## src/rtl/mmu_fault_pkg.sv

```systemverilog
package mmu_fault_pkg;
  localparam int STAT_W    = 32;
  localparam int OVF_BIT   = 0;
  localparam int VALID_BIT = 1;
  localparam int TYPE_LO   = 2;
  localparam int TYPE_W    = 3;
  localparam int SUP_BIT   = 5;
  localparam int EXEC_BIT  = 6;
  localparam int WR_BIT    = 7;
  localparam int ALT_BIT   = 16;
  localparam logic [TYPE_W-1:0] FAULT_TYPE = 3'd5;
  localparam int CTRL_W    = 2;
  localparam int EN_BIT    = 0;
  localparam int NF_BIT    = 1;

  typedef struct packed {
    logic capture;
    logic markOvf;
    logic clear;
  } strobe_t;
endpackage

```

## src/rtl/mfr_ctrl.sv

```systemverilog
module mfr_ctrl
  import mmu_fault_pkg::*;
(
  input  logic              clk,
  input  logic              rstN,
  input  logic              faultValid,
  input  logic              faultExec,
  input  logic              statusRead,
  input  logic              statusNonZero,
  input  logic [CTRL_W-1:0] mmuCtrl,
  output strobe_t           stb,
  output logic              codeTrap,
  output logic              dataTrap
);
  logic trapAllowed;

  always_comb begin
    trapAllowed = mmuCtrl[EN_BIT] && !mmuCtrl[NF_BIT];
    stb.capture = faultValid;
    stb.markOvf = faultValid && statusNonZero && !statusRead;
    stb.clear   = statusRead && !faultValid;
  end

  always_ff @(posedge clk) begin
    if (!rstN) begin
      codeTrap <= 1'b0;
      dataTrap <= 1'b0;
    end else begin
      codeTrap <= faultValid && trapAllowed && faultExec;
      dataTrap <= faultValid && trapAllowed && !faultExec;
    end
  end
endmodule

```

## src/rtl/mfr_dpath.sv

```systemverilog
module mfr_dpath
  import mmu_fault_pkg::*;
#(
  parameter int ADDR_W = 32
) (
  input  logic              clk,
  input  logic              rstN,
  input  strobe_t           stb,
  input  logic [ADDR_W-1:0] faultAddr,
  input  logic              faultWrite,
  input  logic              faultExec,
  input  logic              faultAlt,
  input  logic              supervisor,
  output logic [STAT_W-1:0] statusQ,
  output logic [ADDR_W-1:0] addrQ,
  output logic              statusNonZero
);
  logic [STAT_W-1:0] newWord;

  always_comb begin
    newWord = '0;
    newWord[OVF_BIT] = stb.markOvf;
    newWord[VALID_BIT] = 1'b1;
    newWord[TYPE_LO +: TYPE_W] = FAULT_TYPE;
    newWord[SUP_BIT] = supervisor;
    newWord[EXEC_BIT] = faultExec;
    newWord[WR_BIT] = faultWrite;
    newWord[ALT_BIT] = faultAlt;
  end

  always_ff @(posedge clk) begin
    if (!rstN) begin
      statusQ <= '0;
      addrQ   <= '0;
    end else begin
      if (stb.capture) begin
        statusQ <= newWord;
        addrQ   <= faultAddr;
      end else if (stb.clear) begin
        statusQ <= '0;
      end
    end
  end

  assign statusNonZero = |statusQ;
endmodule

```

## src/rtl/mmu_fault_rec.sv

```systemverilog
module mmu_fault_rec
  import mmu_fault_pkg::*;
#(
  parameter int ADDR_W = 32
) (
  input  logic              clk,
  input  logic              rstN,
  input  logic              faultValid,
  input  logic [ADDR_W-1:0] faultAddr,
  input  logic              faultWrite,
  input  logic              faultExec,
  input  logic              faultAlt,
  input  logic              supervisor,
  input  logic [1:0]        mmuCtrl,
  input  logic              statusRead,
  output logic [31:0]       statusRdata,
  output logic [31:0]       faultStatus,
  output logic [ADDR_W-1:0] faultAddrReg,
  output logic              codeTrap,
  output logic              dataTrap
);
  strobe_t stb;
  logic    statusNonZero;

  mfr_ctrl u_ctrl (
    .clk(clk), .rstN(rstN), .faultValid(faultValid), .faultExec(faultExec),
    .statusRead(statusRead), .statusNonZero(statusNonZero), .mmuCtrl(mmuCtrl),
    .stb(stb), .codeTrap(codeTrap), .dataTrap(dataTrap)
  );

  mfr_dpath #(.ADDR_W(ADDR_W)) u_dpath (
    .clk(clk), .rstN(rstN), .stb(stb), .faultAddr(faultAddr),
    .faultWrite(faultWrite), .faultExec(faultExec), .faultAlt(faultAlt),
    .supervisor(supervisor), .statusQ(faultStatus), .addrQ(faultAddrReg),
    .statusNonZero(statusNonZero)
  );

  assign statusRdata = faultStatus;
endmodule

```

## config.mk

```make
export PLATFORM = sky130hd
export DESIGN_NAME = mmu_fault_rec
export DESIGN_NICKNAME = d
export VERILOG_FILES = /design/src/rtl/mmu_fault_pkg.sv /design/src/rtl/mfr_ctrl.sv /design/src/rtl/mfr_dpath.sv /design/src/rtl/mmu_fault_rec.sv
export SDC_FILE = /design/constraint.sdc
export NUM_CORES = 1
export LEC_CHECK = 0
export ABC_AREA = 1
export CORE_MARGIN = 10
export CORE_UTILIZATION = 39
export CTS_BUF_LIST = sky130_fd_sc_hd__clkbuf_8
export DETAILED_ROUTE_END_ITERATION = 6
export PLACE_DENSITY = 0.88
export SYNTH_ARGS = -nofsm -noshare
export SYNTH_HDL_FRONTEND = slang
export SYNTH_HIERARCHICAL = 1
export SYNTH_SLANG_ARGS = --single-unit
```

## constraint.sdc

```tcl
create_clock -name clk -period 1.3 [get_ports clk]
set_input_delay 0.26 -clock clk [delete_from_list [all_inputs] [get_ports clk]]
set_output_delay 0.26 -clock clk [all_outputs]
set_load 0.005 [all_outputs]
```

Word level (Yosys, flattened, before mapping)
Index checks and enable logic that the tools add are counted.

Word-level logic and storage cells: 19. Output and inout bits: 98. Bits in registers: 42. Input bits: 42.

Muxes and demuxes: 2. Reductions and logical operators: 13.

Operators by type and width (number): 17-bit two-way mux (2); 8-bit OR reduction (1); 1-bit logical AND (7); 1-bit logical NOT (4); 2-bit nonzero test (1).

Depth between registers and ports, before layout
Word-level depth: 4. Gate-level depth with buffers: 6. Gate-level depth less buffers: 6.

By module
The synthesis kept the hierarchy.

Modules (own cells, without submodules): mfr_dpath (area each 1661.6 µm², sequential area each 760.7 µm², cells each 195, instances 1); mmu_fault_rec (area each 240.2 µm², sequential area each 0.0 µm², cells each 32, instances 1); mfr_ctrl (area each 90.1 µm², sequential area each 40.0 µm², cells each 14, instances 1).

Least setup slack after synthesis
OpenSTA, ideal clock, no wires.

Path kind: in2reg. Start point: in faultValid. End point: reg u_dpath.addrQ[26]. Library setup time: 0.113 ns. Data required time: 1.187 ns. Setup slack: 0.381 ns. Buffers on the path: 3. Stages on the path: 5. Arrival: 0.805 ns. Cells stage by stage: buf_4 -> buf_6 -> buf_12 -> o21ai_1 -> nor2_1.

RTL lines: from (decl) (line mmu_fault_rec.sv:8) `input logic faultValid,`; to (signal assigned) (line mfr_dpath.sv:38) `addrQ <= faultAddr;`; to (decl) (line mfr_dpath.sv:15) `output logic [ADDR_W-1:0] addrQ,`.

==> metrics.md <==
| Metric | Value |
|---|---|
| Routing usage on met3 | 7.82% |
| Sequential area share after synthesis | 40.2% |
| Skew-Pair Late Insertion Delay | 0.28 ns |
| Final instance area | 2630 um^2 |
| Pwr Density | 1010 nW/um^2 |
| Clock sinks | 40 |
| Final Slew Violations | 0 |
| CP Capture Type | primary output |
| Worst EP required | 1.04 ns |
| GR Overflow Total | 0 |
| Final period util | 99.0% |
| Diode count | 0 |
| Inserted Clock Buffers | 5 |
| Largest net degree at the start of global routing | 36 |
| Maxcap violations | 0 |
| Area grow syn2layout | 32.2% |
| Cell count after synthesis | 241 |
| Drt drc | 0 |
| Multi-input gate area | 709 um^2 |
| Die height | 91.5 um |
| Syn_area_per_cell | 8.27 um^2 |
| GRT Resource Usage Total | 11.6% |
| Worst setup margin | 0.0133 ns |
| Clock-pin slew on the worst setup and hold paths | 0.07 ns |
| Achievable clock frequency | 777 MHz |
| CTS tree | built |
| Gr busiest metal | met2 |
| Share of cells above drive strength 1 | 18.7% |
| Post-Synthesis Cell Area | 1990 um^2 |
| Fillers | 470 |
| Die Footprint | 8370 um^2 |
| WS Path Type | reg2out |
| Vias in the first global route | 1656 |
| Leading cell type in the layout, fill and taps excluded | dlygate4sd2_1 |
| Ports | 140 |
| I/O Buffers | 91 |
| Critical Path Start Type | flop |
| CTS Buffer Depth | 2 |
| Most frequent cells in the layout | 49 x dlygate4sd2_1, 42 x nor2_1, 40 x clkdlybuf4s50_1, 34 x dfxtp_1, 29 x nor2_2 |
| Min Hold Slack | 0.473 ns |
| Setup Skew | 0.000721 ns |
| Place WS | -0.00647 ns |
| Final WL | 4890 um |
| Post-DP HPWL | 3880 um |
| Routability cong. | 0.714 |
| Avg Vias per Cell | 4.20 |
| H-tree depth | 2 |
| First-pass GRT wire length | 8160 um |
| VDD IR-drop max | 621 uV |
| HP Class | reg2reg |
| Horiz. Die Dim | 91.5 um |
| Outcome | complete, no violations |
| LEAKAGE | 1.26 nW |
| Iteration-0 DRC Markers | 72 |
| Nets | 341 |
| ANT nets after route | 0 |
| Initial Util | 41.1% |
| Synthesis-stage register bit count | 40 |
| Met1 global-route usage | 11.7% |
| Initial antenna violation count | 0 |
| FF+latch area | 811 um^2 |
| Tmin final | 1.29 ns |
| Final Hold Viols | 0 |
| Vias post-DR | 1542 |
| First drt pass iteration count | 4 |
| Unrepaired setup endpoints after global routing | yes |
| Core ar. | 4850 um^2 |
| Final setup viols | 0 |
| Root Buffer | clkbuf_8 |
| Met2 Use GR | 18.9% |
| Library cells used by synthesis | 19 |
| YS warnings | 6 |
| Core Rows | 25 |
| Setup TNS | 0 ns |
| Area after DPL | 2590 um^2 |
| Worst-path maximum fanout | 7 |
| Drt wl/cell | 13.3 um |
| Arrival @ worst endpoint | 1.03 ns |
## cell type report
type                            instances  share of cell area (%)
Multi-Input combinational cell        150                    26.9
Tap cell                               67                    3.18
Sequential cell                        40                    30.8
Clock inverter                          2                   0.285
Timing Repair Buffer                   97                    34.7
Clock buffer                            6                    3.14
Inverter                                5                   0.903
## critical path, stage by stage, from the launching register on
cell           delay, ns
dfxtp_4             0.34
buf_4               0.15
dlygate4sd2_1       0.26
## synthesized netlist by cell type (all sizes together)
cell / number / area, um^2
dfxtp: 40 / 801
nand2: 14 / 65.1
buf: 69 / 544
nand3: 2 / 10.0
nor2: 72 / 350
o21ai: 32 / 160
conb: 1 / 3.75
a21oi: 6 / 33.8
inv: 5 / 23.8
## path summary, 6_finish.rpt
check | startpoint | endpoint | slack, ns | cells after the start
worst min register to register | u_dpath/statusQ[7]$_SDFFE_PN0P_ | u_dpath/statusQ[7]$_SDFFE_PN0P_ | 0.47 | 2
worst min-delay path | u_dpath/statusQ[7]$_SDFFE_PN0P_ | u_dpath/statusQ[7]$_SDFFE_PN0P_ | 0.47 | 2
worst max-delay path | u_dpath/statusQ[4]$_SDFFE_PN0P_ | statusRdata[2] | 0.01 | 2
worst max register to register | u_dpath/statusQ[4]$_SDFFE_PN0P_ | u_dpath/statusQ[0]$_SDFFE_PN0P_ | 0.27 | 7
## flip-flops by register name (all words and copies together) (netlist names)
| signal | flops |
|---|---|
| u_dpath/addrQ | 32 |
| u_ctrl/codeTrap | 1 |
| u_ctrl/dataTrap | 1 |
| u_dpath/statusQ | 6 |
## per-stage QoR
step | std cells | utilization, % | total power [mW]
CTS | 367 | 54.3 | 2.70
finish | 367 | 54.3 | 2.66
detailed placement | 358 | 53.3 | 1.96
global placement | 358 | 53.3 | 1.94
floorplan | 264 | - | 1.73
global route | 367 | 54.3 | 2.83
## power breakdown
part / switching, mW / internal [mW]
sequential: 0.0374 / 1.31
clock: 0.382 / 0.417
combinational: 0.241 / 0.276
total: 0.660 / 2.00
## what timing repair did
action / in CTS / in global routing
setup endpoints to repair: 50 / 4
resized for setup: 58 / 0
buffers inserted: 1 / 0
hold buffers: 0 / 0
## cell families (layout without fill, tap and decap cells)
kind of cell	Yosys count	in the layout	share of synthesized area, %
other	1	24	0.188
DFF	40	40	40.2
AOI/OAI and AO/OA	38	38	9.74
buffers and inverters	74	110	28.5
and+or+nand+nor	88	88	21.4
## metal layers
layer / up-vias / part of all wire (%)
met5: - / 0
met4: 0 / 0.90
met3: 5 / 15
met2: 74 / 46
met1: 682 / 38
li1: 781 / -
No activity file was read; power rests on OpenSTA's default activity.
